<file path="config.mk">
export PLATFORM = sky130hd
export DESIGN_NAME = seg_xlate
export DESIGN_NICKNAME = d
export VERILOG_FILES = /design/src/rtl/seg_xlate_pkg.sv /design/src/rtl/seg_sel_file.sv /design/src/rtl/seg_desc_store.sv /design/src/rtl/seg_check.sv /design/src/rtl/seg_xlate.sv
export SDC_FILE = /design/constraint.sdc
export NUM_CORES = 1
export LEC_CHECK = 0
export ABC_AREA = 1
export BUFFER_PORTS_ARGS = -buffer_cell sky130_fd_sc_hd__buf_2
export CAP_MARGIN = 20
export CORE_MARGIN = 1
export CORE_UTILIZATION = 58
export DETAILED_ROUTE_END_ITERATION = 10
export PLACE_DENSITY = 0.71
export SYNTH_ARGS = -nofsm -noshare
export SYNTH_HDL_FRONTEND = slang
export SYNTH_SLANG_ARGS = --single-unit
</file>
<file path="constraint.sdc">
create_clock -name clk -period 7.8 [get_ports clk]
set_input_delay 0.39 -clock clk [delete_from_list [all_inputs] [get_ports clk]]
set_output_delay 0.39 -clock clk [all_outputs]
set_load 0.01 [all_outputs]
</file>
<file path="src/rtl/seg_xlate_pkg.sv">
package seg_xlate_pkg;
  localparam int SEL_W  = 16;
  localparam int IDX_W  = 13;
  localparam int NSEG   = 6;

  localparam logic [2:0] SEG_CODE  = 3'd0;
  localparam logic [2:0] SEG_DATA  = 3'd1;
  localparam logic [2:0] SEG_STACK = 3'd2;

  localparam logic [1:0] KIND_FETCH = 2'd0;
  localparam logic [1:0] KIND_STACK = 2'd1;

  localparam int PERM_RD = 0;
  localparam int PERM_WR = 1;
  localparam int PERM_EX = 2;

  localparam logic [1:0] TGT_DESC = 2'd0;
  localparam logic [1:0] TGT_TBL  = 2'd1;
  localparam logic [1:0] TGT_SEL  = 2'd2;

  localparam logic [2:0] FLT_NONE   = 3'd0;
  localparam logic [2:0] FLT_BADSEG = 3'd1;
  localparam logic [2:0] FLT_PRIV   = 3'd2;
  localparam logic [2:0] FLT_NULL   = 3'd3;
  localparam logic [2:0] FLT_RANGE  = 3'd4;
  localparam logic [2:0] FLT_PERM   = 3'd5;
  localparam logic [2:0] FLT_LIMIT  = 3'd6;

  function automatic logic [IDX_W-1:0] sel_index(input logic [SEL_W-1:0] s);
    return s[SEL_W-1:3];
  endfunction

  function automatic logic sel_is_local(input logic [SEL_W-1:0] s);
    return s[2];
  endfunction

  function automatic logic [1:0] sel_ring(input logic [SEL_W-1:0] s);
    return s[1:0];
  endfunction
endpackage

</file>
<file path="src/rtl/seg_sel_file.sv">
module seg_sel_file
  import seg_xlate_pkg::*;
(
  input  logic             clk,
  input  logic             rst,
  input  logic             wr_en,
  input  logic [2:0]       wr_seg,
  input  logic [SEL_W-1:0] wr_val,
  input  logic [1:0]       kind,
  input  logic             ovr_en,
  input  logic [2:0]       ovr_seg,
  output logic [SEL_W-1:0] sel,
  output logic             bad_seg
);
  logic [SEL_W-1:0] regs [NSEG];
  logic [2:0]       pick;

  for (genvar g = 0; g < NSEG; g++) begin : g_sel
    always_ff @(posedge clk) begin
      if (rst) regs[g] <= '0;
      else if (wr_en && wr_seg == 3'(g)) regs[g] <= wr_val;
    end
  end

  always_comb begin
    if (ovr_en)                  pick = ovr_seg;
    else if (kind == KIND_FETCH) pick = SEG_CODE;
    else if (kind == KIND_STACK) pick = SEG_STACK;
    else                         pick = SEG_DATA;
  end

  always_comb begin
    bad_seg = (pick >= 3'(NSEG));
    sel     = '0;
    for (int i = 0; i < NSEG; i++)
      if (pick == 3'(i)) sel = regs[i];
  end
endmodule

</file>
<file path="src/rtl/seg_desc_store.sv">
module seg_desc_store
  import seg_xlate_pkg::*;
#(
  parameter int AW     = 32,
  parameter int SLOT_W = 4
) (
  input  logic              clk,
  input  logic              rst,
  input  logic              desc_we,
  input  logic [SLOT_W-1:0] desc_slot,
  input  logic [AW-1:0]     desc_base,
  input  logic [AW-1:0]     desc_limit,
  input  logic [2:0]        desc_perm,
  input  logic              tbl_we,
  input  logic              tbl_local,
  input  logic [SLOT_W-1:0] tbl_start,
  input  logic [SLOT_W:0]   tbl_count,
  input  logic              lk_local,
  input  logic [IDX_W-1:0]  lk_index,
  output logic              lk_in_range,
  output logic [AW-1:0]     lk_base,
  output logic [AW-1:0]     lk_limit,
  output logic [2:0]        lk_perm
);
  localparam int DEPTH = 1 << SLOT_W;
  localparam int DW    = 2 * AW + 3;
  localparam int CNT_W = SLOT_W + 1;

  logic [DW-1:0]     mem [DEPTH];
  logic [SLOT_W-1:0] t_start [2];
  logic [CNT_W-1:0]  t_count [2];
  logic [SLOT_W-1:0] rd_slot;
  logic [DW-1:0]     rd_word;
  logic              tsel;

  // Descriptor store: write-only port plus asynchronous read (distributed RAM).
  always_ff @(posedge clk) begin
    if (desc_we) mem[desc_slot] <= {desc_perm, desc_limit, desc_base};
  end

  for (genvar t = 0; t < 2; t++) begin : g_tbl
    always_ff @(posedge clk) begin
      if (rst) begin
        t_start[t] <= '0;
        t_count[t] <= '0;
      end else if (tbl_we && tbl_local == (t == 1)) begin
        t_start[t] <= tbl_start;
        t_count[t] <= tbl_count;
      end
    end
  end

  assign tsel        = lk_local;
  assign rd_slot     = t_start[tsel] + lk_index[SLOT_W-1:0];
  assign rd_word     = mem[rd_slot];
  assign lk_in_range = 32'(lk_index) < 32'(t_count[tsel]);
  assign lk_base     = rd_word[AW-1:0];
  assign lk_limit    = rd_word[2*AW-1:AW];
  assign lk_perm     = rd_word[DW-1:2*AW];
endmodule

</file>
<file path="src/rtl/seg_check.sv">
module seg_check
  import seg_xlate_pkg::*;
#(
  parameter int AW = 32
) (
  input  logic             bad_seg,
  input  logic [SEL_W-1:0] sel,
  input  logic [1:0]       ring,
  input  logic [1:0]       kind,
  input  logic             write,
  input  logic             in_range,
  input  logic [AW-1:0]    base,
  input  logic [AW-1:0]    limit,
  input  logic [2:0]       perm,
  input  logic [AW-1:0]    ofs,
  output logic [2:0]       code,
  output logic [AW-1:0]    lin
);
  logic perm_bad;

  always_comb begin
    if (kind == KIND_FETCH) perm_bad = !perm[PERM_EX];
    else if (write)         perm_bad = !perm[PERM_WR];
    else                    perm_bad = !perm[PERM_RD];
  end

  always_comb begin
    if (bad_seg)                                       code = FLT_BADSEG;
    else if (ring > sel_ring(sel))                     code = FLT_PRIV;
    else if (!sel_is_local(sel) && sel_index(sel) == '0) code = FLT_NULL;
    else if (!in_range)                                code = FLT_RANGE;
    else if (perm_bad)                                 code = FLT_PERM;
    else if (ofs > limit)                              code = FLT_LIMIT;
    else                                               code = FLT_NONE;
  end

  assign lin = (code == FLT_NONE) ? base + ofs : '0;
endmodule

</file>
<file path="src/rtl/seg_xlate.sv">
module seg_xlate
  import seg_xlate_pkg::*;
#(
  parameter int AW     = 32,
  parameter int SLOT_W = 4
) (
  input  logic              clk,
  input  logic              rst,
  input  logic              cfg_we,
  input  logic [1:0]        cfg_ring,
  input  logic [1:0]        cfg_tgt,
  input  logic [SLOT_W-1:0] cfg_idx,
  input  logic [AW-1:0]     cfg_base,
  input  logic [AW-1:0]     cfg_limit,
  input  logic [2:0]        cfg_perm,
  input  logic [15:0]       cfg_sel,
  input  logic              req_valid,
  input  logic [1:0]        req_kind,
  input  logic              req_write,
  input  logic              req_ovr_en,
  input  logic [2:0]        req_ovr_seg,
  input  logic [AW-1:0]     req_ofs,
  input  logic [1:0]        req_ring,
  output logic              rsp_valid,
  output logic              rsp_fault,
  output logic [2:0]        rsp_code,
  output logic [AW-1:0]     rsp_lin
);
  localparam int CNT_W = SLOT_W + 1;

  logic             priv_we;
  logic [SEL_W-1:0] cur_sel;
  logic             bad_seg;
  logic             in_range;
  logic [AW-1:0]    d_base, d_limit;
  logic [2:0]       d_perm;
  logic [2:0]       code_c;
  logic [AW-1:0]    lin_c;

  // only ring 0 may change translation state
  assign priv_we = cfg_we && (cfg_ring == 2'd0);

  seg_sel_file u_sel (
    .clk     (clk),
    .rst     (rst),
    .wr_en   (priv_we && cfg_tgt == TGT_SEL),
    .wr_seg  (cfg_idx[2:0]),
    .wr_val  (cfg_sel),
    .kind    (req_kind),
    .ovr_en  (req_ovr_en),
    .ovr_seg (req_ovr_seg),
    .sel     (cur_sel),
    .bad_seg (bad_seg)
  );

  seg_desc_store #(.AW(AW), .SLOT_W(SLOT_W)) u_store (
    .clk         (clk),
    .rst         (rst),
    .desc_we     (priv_we && cfg_tgt == TGT_DESC),
    .desc_slot   (cfg_idx),
    .desc_base   (cfg_base),
    .desc_limit  (cfg_limit),
    .desc_perm   (cfg_perm),
    .tbl_we      (priv_we && cfg_tgt == TGT_TBL),
    .tbl_local   (cfg_idx[0]),
    .tbl_start   (cfg_base[SLOT_W-1:0]),
    .tbl_count   (cfg_limit[CNT_W-1:0]),
    .lk_local    (sel_is_local(cur_sel)),
    .lk_index    (sel_index(cur_sel)),
    .lk_in_range (in_range),
    .lk_base     (d_base),
    .lk_limit    (d_limit),
    .lk_perm     (d_perm)
  );

  seg_check #(.AW(AW)) u_chk (
    .bad_seg  (bad_seg),
    .sel      (cur_sel),
    .ring     (req_ring),
    .kind     (req_kind),
    .write    (req_write),
    .in_range (in_range),
    .base     (d_base),
    .limit    (d_limit),
    .perm     (d_perm),
    .ofs      (req_ofs),
    .code     (code_c),
    .lin      (lin_c)
  );

  always_ff @(posedge clk) begin
    if (rst || !req_valid) begin
      rsp_valid <= 1'b0;
      rsp_fault <= 1'b0;
      rsp_code  <= FLT_NONE;
      rsp_lin   <= '0;
    end else begin
      rsp_valid <= 1'b1;
      rsp_fault <= (code_c != FLT_NONE);
      rsp_code  <= code_c;
      rsp_lin   <= lin_c;
    end
  end
endmodule

</file>
==> impl_metrics.json <==
{
  "status": "complete, no violations",
  "syn_avg_cell_area_um2": 12.8,
  "ant_nets": 0,
  "drcViolationCount": 0,
  "hold_class": "in2reg",
  "maxCapViolCount": 0,
  "maxSlewViolCount": 0,
  "muxShareOfSynthArea_pct": 0.165,
  "relSlewSlack_pct": 27.2,
  "cts_tree": "built",
  "reg2reg_slack_ps": 1340,
  "synth-edff-count": 1186,
  "layout.nets": 4248,
  "skew_ps": 27.3,
  "r2r-end": "rsp_lin[22]",
  "cts_setup_buffers": 0,
  "grt_max_degree": 164,
  "final_cell_mix": "1186 x edfxtp_1, 564 x nor2_1, 518 x nand2_1",
  "ys_seq_area_share_pct": 72.6,
  "hold_viol_final": 0,
  "syn_area_um2": 50100,
  "routed_wl_mm": 129,
  "grt_pass1_wl_mm": 190,
  "start_util_pct": 58.6,
  "cp.arrival_ps": 7070,
  "cp_data_required_time_ps": 8410,
  "wl_per_cell_um": 24.3,
  "clock_sinks": 1223,
  "area_delta_synth_final_pct": 12.2,
  "syn_nets": 4113,
  "ys_warn_count": 0,
  "clk-insertion-delay-late_ps": 700,
  "min_period_ps": 6460,
  "vias": 32700,
  "design.die.area_um2": 87500,
  "viasPerCell": 6.17,
  "grt_setup_unrepaired": "false",
  "ir_drop_mv": 0.299,
  "cts_resized": 0,
  "die_y_um": 296,
  "min_to": "u_sel.regs[2][20]",
  "hold_path.startpoint": "cfg_sel[4]",
  "fin_crit_sh_pct": 82.8,
  "drtPass1Iterations": 6,
  "synth_ff_type": "edfxtp_1",
  "path_common_cell": "nand2_1",
  "drtIter0Drc": 3881,
  "grt.total_usage_pct": 29.4,
  "layout-drive-gt1-share_pct": 12.2,
  "tightest_slew_ps": 1090,
  "hpwl_mm": 71.3,
  "leakage_uw": 0.0193,
  "cts_root_buf": "clkbuf_16",
  "grt_pass1_vias": 31100,
  "reg2regPathDepth": 32,
  "numCtsBuffers": 119,
  "clock_path_buffers": 3,
  "timing.fmax_mhz": 155,
  "critical_path_class": "reg2reg",
  "setup_viol_count_final": 0,
  "die_w_um": 296,
  "coreArea_um2": 85400,
  "power.density_nw_per_um2": 322,
  "portBuffers": 172,
  "io_pins": 173,
  "grt_antenna_before_repair": 19,
  "dp_slack_ps": 1030,
  "worst_setup_path_start_kind": "flip-flop",
  "yosys.area_share.simple_pct": 10.1,
  "mostFrequentLayoutCell": "edfxtp_1",
  "worstPathMaxFanout": 127,
  "crit_slowest_cell": "fa_4",
  "synth_cell_type_count": 52,
  "clk_pin_slew_ps": 70,
  "synth_compound_area_share_pct": 12.0,
  "synth_top_family_by_area": "compound AO/OA/AOI/OAI gates",
  "slowest_delay_ps": 730,
  "ys_ff_latch": 1223,
  "final.setup.worst_slack_ps": 1340,
  "gp_congestion": 0.894,
  "synth_adder_area_share_pct": 1.88,
  "async_reset_ff_share_pct": 0,
  "std_cell_rows": 107,
  "cts_hold_buffers": 0,
  "cp-end-kind": "flip-flop",
  "htree_levels": 3,
  "min_path_cells": 3,
  "finalSetupTns_ps": 0,
  "synthCells": 3903,
  "gr-total-overflow": 0,
  "synth_xor_area_share_pct": 0.525,
  "r2r_start": "u_sel.regs[0][2]"
}
## Yosys cell counts (4+ instances only)
| master | instances | area share [%] |
|---|---|---|
| edfxtp_1 | 1186 | 71 |
| nor2_1 | 580 | 4.3 |
| nand2_1 | 518 | 3.9 |
| o21ai_0 | 451 | 4.5 |
| clkbuf_1 | 210 | 1.6 |
| a21oi_1 | 144 | 1.4 |
| o22ai_1 | 117 | 1.5 |
| inv_1 | 109 | 0.82 |
| a32o_1 | 76 | 1.5 |
| ha_1 | 72 | 1.8 |
| o211ai_1 | 72 | 1.1 |
| o221ai_1 | 70 | 1.2 |
| nand3_1 | 39 | 0.39 |
| dfxtp_1 | 37 | 1.5 |
| a31oi_1 | 30 | 0.37 |
| nor3_2 | 30 | 0.60 |
| xor2_1 | 22 | 0.38 |
| nand4_1 | 16 | 0.20 |
| nor3_1 | 14 | 0.14 |
| nor4_1 | 13 | 0.16 |
| buf_1 | 10 | 0.075 |
| inv_2 | 8 | 0.060 |
| nand2_2 | 8 | 0.10 |
| xnor2_1 | 8 | 0.14 |
| mux2i_1 | 6 | 0.12 |
| o21a_1 | 6 | 0.090 |
| buf_2 | 5 | 0.050 |
| buf_6 | 4 | 0.090 |
## flip-flops by register name (all words and copies together) (netlist names)
| name | count |
|---|---|
| u_store.mem | 1072 |
| u_sel.regs | 96 |
| rsp_lin | 32 |
| u_store.t_count | 10 |
| u_store.t_start | 8 |
| rsp_code | 3 |
| rsp_fault | 1 |
| rsp_valid | 1 |
## per-stage QoR
step | power [uW] | instance area, um^2 | cells | util, % | hold slack, ps
2_1_floorplan | 11000 | 50100 | 3903 | - | 489
3_3_place_gp | 12500 | 52300 | 5060 | 61.3 | 760
6_report | 18100 | 56200 | 5297 | 65.8 | 66.2
4_1_cts | 18100 | 56200 | 5287 | 65.8 | 34.2
3_5_place_dp | 12600 | 52300 | 5060 | 61.3 | 761
5_1_grt | 18900 | 56200 | 5292 | 65.8 | 51.3
## cell families (layout without fill, tap and decap cells)
logic type                 after synthesis  after routing
AOI/OAI and AO/OA                      985            985
other                                    0              9
adders and majority gates               74             74
xor gates and xnor gates                30             30
buffers and inverters                  350            591
muxes                                    8              8
DFF                                   1223           1223
and+or+nand+nor                       1233           1233
## critical path: cells and delay by family (launching register included)
family	cells	cell delay, ps
fa+ha+maj	3	1250
flops	1	360
xor+xnor	1	140
compound gates	6	1770
simple gates	16	1490
buf+inv	6	1260
## per-layer routing
| metal | up-vias | track usage (%) | wire, um |
|---|---|---|---|
| met5 | - | 0 | 107 |
| met4 | 20 | 9.29 | 3910 |
| met3 | 262 | 5.37 | 12400 |
| met2 | 1582 | 47.2 | 61100 |
| met1 | 16000 | 40.9 | 51100 |
| li1 | 14800 | - | - |
## area by class of cell
class	instances	area, um^2
antenna	9	22.5
clock buffer	138	3070
clock inverter	89	759
fill	6215	29200
inverter	117	455
multi-input combinational	2330	12500
sequential	1223	36400
tap	1144	1430
timing repair buffer	247	1590
## power by group
group          total (uW)  switching (uW)  internal (uW)
logic                5230            3540           1690
registers            7260            16.2           7250
clock network        5610            2430           3180
## how the worst max path moves through the flow
stage,startpoint,endpoint,slack (ps)
global route,u_sel.regs[0][2],rsp_lin[22],950
detailed placement,req_ovr_en,rsp_lin[22],1030
finish,u_sel.regs[0][2],rsp_lin[22],1340
CTS,u_sel.regs[0][2],rsp_lin[22],1540
floorplan,req_ovr_seg[2],rsp_lin[28],2120
global placement,req_ovr_en,rsp_lin[22],1110
(Power assumes the default switching activity.)
